File: src/rtl/ltmr_pkg.sv
package ltmr_pkg;
    typedef enum logic [1:0] {
        REG_ENTRY = 2'd0,
        REG_INIT  = 2'd1,
        REG_DIV   = 2'd2,
        REG_CUR   = 2'd3
    } reg_addr_e;

    localparam int ENTRY_MASK_BIT = 16;
    localparam int ENTRY_PER_BIT  = 17;
endpackage

File: src/rtl/ltmr_regs.sv
module ltmr_regs #(
    parameter int DATA_W = 32,
    parameter int CNT_W  = 32,
    parameter int VEC_W  = 8,
    parameter int SHW    = 3
) (
    input  logic              clk,
    input  logic              rst_n,
    input  logic              wr_en,
    input  logic [1:0]        addr,
    input  logic [DATA_W-1:0] wdata,
    input  logic [CNT_W-1:0]  cur_cnt,
    output logic [DATA_W-1:0] rdata,
    output logic [VEC_W-1:0]  vec_o,
    output logic              mask_o,
    output logic              per_o,
    output logic [SHW-1:0]    shift_o,
    output logic              load_o,
    output logic [CNT_W-1:0]  load_cnt_o
);
    import ltmr_pkg::*;

    typedef struct packed {
        logic [VEC_W-1:0] vec;
        logic             mask;
        logic             per;
        logic [SHW-1:0]   div;
        logic [CNT_W-1:0] cnt;
    } regs_t;

    regs_t r_d, r_q;
    reg_addr_e sel;

    assign sel = reg_addr_e'(addr);

    always_comb begin
        r_d = r_q;
        if (wr_en) begin
            case (sel)
                REG_ENTRY: begin
                    r_d.vec  = wdata[VEC_W-1:0];
                    r_d.mask = wdata[ENTRY_MASK_BIT];
                    r_d.per  = wdata[ENTRY_PER_BIT];
                end
                REG_INIT: r_d.cnt = wdata[CNT_W-1:0];
                REG_DIV:  r_d.div = wdata[SHW-1:0];
                default:  r_d = r_q;
            endcase
        end
    end

    always_ff @(posedge clk or negedge rst_n) begin
        if (!rst_n) begin
            r_q      <= '0;
            r_q.mask <= 1'b1;
        end else begin
            r_q <= r_d;
        end
    end

    always_comb begin
        rdata = '0;
        case (sel)
            REG_ENTRY: begin
                rdata[VEC_W-1:0]      = r_q.vec;
                rdata[ENTRY_MASK_BIT] = r_q.mask;
                rdata[ENTRY_PER_BIT]  = r_q.per;
            end
            REG_INIT: rdata[CNT_W-1:0] = r_q.cnt;
            REG_DIV:  rdata[SHW-1:0]   = r_q.div;
            default:  rdata[CNT_W-1:0] = cur_cnt;
        endcase
    end

    assign vec_o      = r_q.vec;
    assign mask_o     = r_q.mask;
    assign per_o      = r_q.per;
    assign shift_o    = r_q.div;
    assign load_o     = wr_en && (sel == REG_INIT);
    assign load_cnt_o = wdata[CNT_W-1:0];
endmodule

File: src/rtl/ltmr_sched.sv
module ltmr_sched #(
    parameter int TB_W  = 32,
    parameter int CNT_W = 32,
    parameter int VEC_W = 8,
    parameter int SHW   = 3
) (
    input  logic             clk,
    input  logic             rst_n,
    input  logic [TB_W-1:0]  time_base,
    input  logic             load_i,
    input  logic [CNT_W-1:0] load_cnt_i,
    input  logic [SHW-1:0]   shift_i,
    input  logic             per_i,
    input  logic             mask_i,
    input  logic [VEC_W-1:0] vec_i,
    output logic             pulse_o,
    output logic [VEC_W-1:0] vec_o,
    output logic             pending_o,
    output logic [TB_W-1:0]  expiry_o,
    output logic [CNT_W-1:0] cur_o
);
    typedef struct packed {
        logic [TB_W-1:0]  load_t;
        logic [SHW-1:0]   shift;
        logic             per;
        logic             armed;
        logic [CNT_W-1:0] cnt;
        logic [TB_W-1:0]  next_tick;
        logic             pulse;
        logic [VEC_W-1:0] vec;
    } sched_t;

    sched_t s_d, s_q;
    logic [TB_W-1:0] elapsed;
    logic [TB_W-1:0] period;
    logic            fire;

    assign elapsed = (time_base - s_q.load_t) >> s_q.shift;
    assign period  = TB_W'(s_q.cnt) + TB_W'(1);
    assign fire    = s_q.armed && (elapsed >= s_q.next_tick);

    always_comb begin
        s_d       = s_q;
        s_d.pulse = 1'b0;
        if (load_i) begin
            s_d.load_t    = time_base;
            s_d.shift     = shift_i;
            s_d.per       = per_i;
            s_d.cnt       = load_cnt_i;
            s_d.armed     = (load_cnt_i != '0);
            s_d.next_tick = TB_W'(load_cnt_i) + TB_W'(1);
        end else if (fire) begin
            s_d.pulse = !mask_i;
            s_d.vec   = vec_i;
            if (s_q.per) begin
                s_d.next_tick = s_q.next_tick + period;
            end else begin
                s_d.armed = 1'b0;
            end
        end
    end

    always_ff @(posedge clk or negedge rst_n) begin
        if (!rst_n) begin
            s_q <= '0;
        end else begin
            s_q <= s_d;
        end
    end

    assign pulse_o   = s_q.pulse;
    assign vec_o     = s_q.vec;
    assign pending_o = s_q.armed && !mask_i;
    assign expiry_o  = pending_o ? (s_q.load_t + (s_q.next_tick << s_q.shift)) : '1;
    assign cur_o     = (!s_q.armed || elapsed >= s_q.next_tick) ? '0
                     : CNT_W'(s_q.next_tick - elapsed - TB_W'(1));

    assert_mask_quiet_R5: assert property (@(posedge clk) disable iff (!rst_n)
        mask_i |=> !pulse_o);
    assert_single_pulse_R3: assert property (@(posedge clk) disable iff (!rst_n)
        pulse_o |=> !pulse_o);
    assert_oneshot_done_R2: assert property (@(posedge clk) disable iff (!rst_n)
        (pulse_o && !s_q.per) |-> (!pending_o && expiry_o == '1));
    assert_zero_idle_R4: assert property (@(posedge clk) disable iff (!rst_n)
        (load_i && load_cnt_i == '0) |=> !pending_o);
    assert_load_expiry_R6: assert property (@(posedge clk) disable iff (!rst_n)
        (load_i && load_cnt_i != '0 && !mask_i) |=>
        (pending_o && expiry_o == $past(time_base) +
            ((TB_W'($past(load_cnt_i)) + TB_W'(1)) << $past(shift_i))));
    assert_cur_bound_R10: assert property (@(posedge clk) disable iff (!rst_n)
        cur_o <= s_q.cnt);
endmodule

File: src/rtl/local_irq_timer.sv
module local_irq_timer #(
    parameter int TB_W   = 32,
    parameter int DATA_W = 32,
    parameter int CNT_W  = 32,
    parameter int VEC_W  = 8,
    parameter int SHW    = 3
) (
    input  logic              clk,
    input  logic              rst_n,
    input  logic [TB_W-1:0]   time_base,
    input  logic              wr_en,
    input  logic [1:0]        addr,
    input  logic [DATA_W-1:0] wdata,
    output logic [DATA_W-1:0] rdata,
    output logic              expire_pulse,
    output logic [VEC_W-1:0]  expire_vec,
    output logic              pending,
    output logic [TB_W-1:0]   next_expiry
);
    logic [VEC_W-1:0] vec;
    logic             mask;
    logic             per;
    logic [SHW-1:0]   shift;
    logic             load;
    logic [CNT_W-1:0] load_cnt;
    logic [CNT_W-1:0] cur_cnt;

    ltmr_regs #(.DATA_W(DATA_W), .CNT_W(CNT_W), .VEC_W(VEC_W), .SHW(SHW)) u_regs (
        .clk(clk), .rst_n(rst_n), .wr_en(wr_en), .addr(addr), .wdata(wdata),
        .cur_cnt(cur_cnt), .rdata(rdata), .vec_o(vec), .mask_o(mask),
        .per_o(per), .shift_o(shift), .load_o(load), .load_cnt_o(load_cnt)
    );

    ltmr_sched #(.TB_W(TB_W), .CNT_W(CNT_W), .VEC_W(VEC_W), .SHW(SHW)) u_sched (
        .clk(clk), .rst_n(rst_n), .time_base(time_base), .load_i(load),
        .load_cnt_i(load_cnt), .shift_i(shift), .per_i(per), .mask_i(mask),
        .vec_i(vec), .pulse_o(expire_pulse), .vec_o(expire_vec),
        .pending_o(pending), .expiry_o(next_expiry), .cur_o(cur_cnt)
    );
endmodule

File: config.mk
export PLATFORM = sky130hd
export DESIGN_NAME = local_irq_timer
export DESIGN_NICKNAME = d
export VERILOG_FILES = /design/src/rtl/ltmr_pkg.sv /design/src/rtl/ltmr_regs.sv /design/src/rtl/ltmr_sched.sv /design/src/rtl/local_irq_timer.sv
export SDC_FILE = /design/constraint.sdc
export NUM_CORES = 1
export LEC_CHECK = 0
export ABC_AREA = 1
export CAP_MARGIN = 20
export CORE_UTILIZATION = 40
export CTS_CLUSTER_DIAMETER = 80
export DETAILED_ROUTE_END_ITERATION = 8
export SETUP_SLACK_MARGIN = 0.1
export SLEW_MARGIN = 20
export SYNTH_ARGS = -nofsm -noshare
export SYNTH_HDL_FRONTEND = slang
export SYNTH_HIERARCHICAL = 1
export SYNTH_SLANG_ARGS = --single-unit
File: constraint.sdc
create_clock -name clk -period 14.4 [get_ports clk]
set_clock_uncertainty 0.15 [all_clocks]
set_input_delay 2.88 -clock clk [delete_from_list [all_inputs] [get_ports clk]]
set_output_delay 2.88 -clock clk [all_outputs]
set_load 0.02 [all_outputs]
=== Word level (Yosys, flattened, before mapping) ===
Index checks and enable logic that the tools add are counted.

* ROM bits: 0
* Output and inout bits: 74
* Memories: 0
* Latch bits: 0
* Bits in registers: 155
* RAM bits: 0

* Div/mod/pow operators: 0
* $mul: 0
* Add/subtract/negate cells: 7
* $lt $le $gt $ge: 1
* Equal/unequal tests: 3
* Reductions and logical operators: 17
* Shift-type cells: 2
* Muxes and demuxes: 14
* Bitwise gates (word level): 1

{| class="wikitable"
|+ Operators with widths
! kind !! count
|-
| $mux W32 || 4
|-
| $add A32 B1 Y32 const B || 2
|-
| $add A32 B32 Y32 || 2
|-
| $sub A32 B32 Y32 || 2
|-
| $mux W41 || 1
|-
| $ge A32 B32 Y1 || 1
|-
| $reduce_bool A32 Y1 || 1
|-
| $shl A32 B3 Y32 || 1
|-
| $shr A32 B3 Y32 || 1
|-
| $sub A32 B1 Y32 const B || 1
|-
| $pmux W14 S2 || 1
|-
| $pmux W8 S2 || 1
|-
| $pmux W5 S3 || 1
|-
| $reduce_and A2 Y1 || 6
|-
| $mux W9 || 1
|-
| $pmux W3 S3 || 1
|-
| $pmux W2 S3 || 1
|-
| $reduce_bool A2 Y1 || 2
|-
| $logic_and A1 B1 Y1 || 3
|-
| $mux W1 || 3
|-
| $eq A2 B1 Y1 const B || 1
|-
| $eq A2 B2 Y1 const B || 1
|-
| $logic_not A1 Y1 || 2
|-
| $logic_not A2 Y1 || 1
|-
| 4 further kinds || 4
|}

=== Depth between registers and ports, before layout ===
* Word-level depth: 6
* Depth in mapped cells: 33

=== Hierarchy ===
The synthesis kept the hierarchy.

{| class="wikitable"
|+ Modules (own cells, without submodules)
! module !! cells each !! area an instance (µm²) !! times used !! sequential area each (µm²)
|-
| ltmr_sched || 3067 || 17515.5 || 1 || 2752.6
|-
| ltmr_regs || 358 || 2631.3 || 1 || 1127.3
|}

=== Least setup slack after synthesis ===
OpenSTA, ideal clock, no wires.

* Path type: in2out
* Start point: input port time_base[0]
* End point: output port rdata[22]
* Cell stages on the path: 25
* Path slack: 5106 ps
* Arrival: 6264 ps
* Required time: 11370 ps
* Buffers on the path: 0
* Cell sequence: inv_1 -> ha_1 -> inv_1 -> fa_1 -> nand2_1 -> nand3_1 -> xnor2_1 -> o21ai_0 -> nand2_1 -> o21ai_0 -> o21ai_0 -> ha_1 -> fa_1 -> nand3_1 -> nand3_1 -> a21oi_1 -> o21ai_0 -> nand2_1 -> nand2_1 -> a21o_1 -> nand2_1 -> nand2_1 -> nor2_1 -> nand2_1 -> nand2_1

* Longest elaborated chain between the ends: 6

{| class="wikitable"
|+ Ends and longest elaborated chain
! item !! line !! text
|-
| start, declared || local_irq_timer.sv:10 || <nowiki>input logic [TB_W-1:0] time_base,</nowiki>
|-
| $sub A32 B32 Y32 (*) || ltmr_sched.sv:38 || <nowiki>assign elapsed = (time_base - s_q.load_t) >> s_q.shift;</nowiki>
|-
| $shr A32 B3 Y32 (*) || ltmr_sched.sv:38 ||
|-
| $sub A32 B32 Y32 or $ge A32 B32 Y1 (tied branches) || ltmr_sched.sv:76, ltmr_sched.sv:75 ||
|-
| $sub A32 B1 Y32 or $logic_or A1 B1 Y1 (tied branches) || ltmr_sched.sv:76, ltmr_sched.sv:75 ||
|-
| $mux W32 (*) || ltmr_sched.sv:75 || <nowiki>assign cur_o = (!s_q.armed || elapsed >= s_q.next_tick) ? '0</nowiki>
|-
| named net cur_cnt[22] || local_irq_timer.sv:26 || <nowiki>logic [CNT_W-1:0] cur_cnt;</nowiki>
|-
| $pmux W14 S2 (*) || ltmr_regs.sv:63 || <nowiki>case (sel)</nowiki>
|-
| end, declared || local_irq_timer.sv:14 || <nowiki>output logic [DATA_W-1:0] rdata,</nowiki>
|}

Mark *: on every way through the listed nets, which the timed path passes. The rest lies on a longest branch.

=== Worst setup path after layout ===
* Start point: input port time_base[0]
* End point: output port rdata[26]

Same word-level chain as after synthesis.

==> run metrics <==
Final #Nets 3677; drt first-iter violations 1928; post-synth net total 3655; Peak Freq 86.8 MHz; mapped cell area a little over 20000 um2; clock network power share about a tenth; Net Sw Frac 57.3%; final setup violating endpoints 0; Die ar. 51300 um2; #FFs+latches synth 155; Final ANT Viol Nets 0; hold buffer count at CTS 0; setup TNS 0 ns; RD Place Congestion 0.975; Max Fanout on Critical Path 18; status complete, no violations; pwr/cell area 197 nW/um2; Tmin final approximately 12 ns; clk_lat worst skew 0.49 ns; Post-Synthesis Cells 3425; total gr overflow 0; first-pass GRT wire length 117000 um; Top Layer Used met4; DR WL/cell 18.7 um; cell count of the worst hold path 2; Resized cells post-CTS 0; fraction of layout instances using a drive strength above 1 3.03%; Finished Layout Cells 4125; final max-slew violation count 0; row cnt 81; Die X 226 um; Die Ht 226 um; max cap viols 0; dpl cells 4092; Yosys Warn Count 6; Synth area leader nand2_1; M1 WL 33900 um; Hold/Removal Path Class flop to flop; CP Launch Type input pin; internal power 1.86 mW; met2 wire len between 30000 and 40000 um; Yosys cell types 52; critical path class input pin to output port; drt pass-1 iters 6; final hold violation count 0; Sequential Power Share 16.9%; via/cell ratio between 5 and 6; NetSw 2.50 mW; drt drc 0; total met3 wirelength after detailed routing 3910 um; deepest clock path buffer count 2; Layout area overhead 9.89%; Num Clock Sinks 155; largest net degree at the start of global routing 83; post-synth top area share around 22%; Ports 143; HPWL after DPL around 63000 um; sequential-to-total area share from yosys stat 19.3%; Port Buffers 142; Critical Path RT 11.37 ns; number of global-route vias before repair 20300; antenna violations before repair 0; top post-synthesis cells by area nand2_1 22%, dfrtp_1 19%, ha_1 9.8%; number of H-tree levels 4; post-CTS setup buffers 0; area of the core 49400 um2; Syn Area/Cell 5.88 um2; CTS tree yes; unrepaired setup endpoints after global routing no; CTS root buffer clkbuf_16; period utilisation layout roughly four fifths; combinational share of power between 70% and 80%; final WL 77000 um; total CTS buffers 17; Pleak between 10 and 15 nW; gr usage total 30.3%; Worst Tran Pin Value around 0.99 ns; CP arrival around 8.5 ns; element type at the critical path end output port; Worst slew margin between 30% and 40%; Initial Util 40.8%; FF-to-FF path depth 21; vias 21700; Reg clk slew, reported paths 0.07 ns; VDD IR max ~97 uV
[per-layer routing]
layer	global-route usage (%)	vias up
met5	0	-
met4	12.7	0
met3	4.30	118
met2	50.9	618
met1	38.8	9949
li1	-	11100
[layout make-up]
type / count / area, um2
Clock inverter: 10 / 108
Inverter: 422 / 1590
Antenna cell: 1 / 2.50
Sequential cell: 155 / 3880
Fill cell: 5501 / 27200
Timing Repair Buffer: 156 / 1530
Clock buffer: 22 / 454
Multi-Input combinational cell: 2695 / 13700
Tap cell: 664 / 831
[logic make-up after synthesis]
logic type | share of synthesized area [%]
AO/OA/AOI/OAI | 12.5
XOR/XNOR | 2.74
adder cells (fa/ha/maj) | 10.1
buffers and inverters | 12.5
flip-flops | 19.3
multiplexers | 1.79
AND/OR/NAND/NOR | 41.1
[final timing paths]
| path | end | slack [ns] | start |
|---|---|---|---|
| min | u_regs/r_q[18] | 0.32 | u_regs/r_q[18] |
| max | rdata[26] | 2.88 | time_base[0] |
| max in group asynchronous | u_sched/s_q[77] | 10.18 | rst_n |
| min in group asynchronous | u_sched/s_q[36] | 2.32 | rst_n |
| min reg2reg | u_regs/r_q[18] | 0.32 | u_regs/r_q[18] |
| max reg2reg | u_sched/s_q[26] | 8.55 | u_sched/s_q[75] |
[metrics by stage]
step	hold slack, ns	utilization, %	total power [mW]	setup slack (ns)	instance area, um2
2_1_floorplan	0.292	-	2.85	5.11	20100
3_5_place_dp	0.309	43.7	3.87	2.88	21600
4_1_cts	0.326	44.9	4.34	2.87	22100
3_3_place_gp	0.303	43.7	3.88	2.97	21600
6_report	0.325	44.9	4.36	2.88	22100
5_1_grt	0.339	44.9	4.75	2.42	22100
[sequential cells by signal (all words and copies together) (netlist names)]
register,cells
u_regs/per_o,1
u_regs/mask_o,1
u_regs/shift_o,3
u_sched/pulse_o,1
u_regs/vec_o,8
u_sched/vec_o,8
u_sched/s_q,101
u_regs/r_q,32
[cell usage after synthesis, drive strengths merged]
cell	number
mux2i	36
fa	4
o221ai	1
dfstp	1
inv	421
ha	157
clkinv	1
nand3	385
and3	1
buf	112
xor2	31
a31o	1
nand3b	5
a21boi	9
and2	2
o21bai	8
nor4	13
o21a	10
o22ai	3
nand4	54
a21oi	169
nand2	1218
o2111ai	3
or2	11
a31oi	4
a21o	10
nor2	246
nor3	29
dfrtp	154
nor3b	1
o21ai	242
clkbuf	41
o211ai	8
a211oi	2
xnor2	32
[power by group through the flow]
stage / logic (mW) / registers, mW / clock network [mW]
floorplan: 2.23 / 0.622 / 0
global placement: 3.14 / 0.737 / 0
detailed placement: 3.13 / 0.737 / 0
CTS: 3.15 / 0.730 / 0.465
global route: 3.53 / 0.739 / 0.482
finish: 3.17 / 0.735 / 0.453
[worst max-delay path, stage by stage]
cell and delay (ns):
clkdlybuf4s50_1 0.39, inv_1 0.18, ha_1 0.18, inv_1 0.07, fa_1 0.42, nand2_1 0.09
nand3_1 0.19, xnor2_1 0.25, o21ai_0 0.13, nand2_1 0.08, o21ai_0 0.10, o21ai_0 0.51
ha_1 0.31, fa_1 0.24, o21ai_0 0.13, nand2_1 0.07, nand2_1 0.05, nand2_1 0.05
nand2_1 0.05, nand2_1 0.09, nand4_1 0.21, buf_4 0.28, inv_1 0.29, o21ai_0 0.18
a21oi_1 0.23, nand2_1 0.09, nand2_1 0.10, clkdlybuf4s50_1 0.61
[cell usage in the layout, fill, tap and decap left out, types with 7 or more instances in the layout]
master	netlist	final
o21bai_1	8	8
nand2_2	14	14
nand4_1	53	53
nand3_1	382	382
mux2i_1	36	36
nor2_2	5	7
a21boi_0	9	9
clkdlybuf4s50_1	0	141
o211ai_1	8	8
nor3_1	29	29
a21oi_1	166	166
nor4_1	13	13
inv_1	416	414
buf_4	58	14
a21o_1	10	10
o21a_1	10	10
inv_2	4	7
o21ai_0	229	229
or2_2	10	10
xor2_1	31	31
dfrtp_1	154	151
xnor2_1	32	32
clkbuf_16	0	17
ha_1	157	157
nor2_1	235	233
nand2_1	1200	1200
o21ai_1	12	12
No activity file was read; power rests on OpenSTA's default activity.
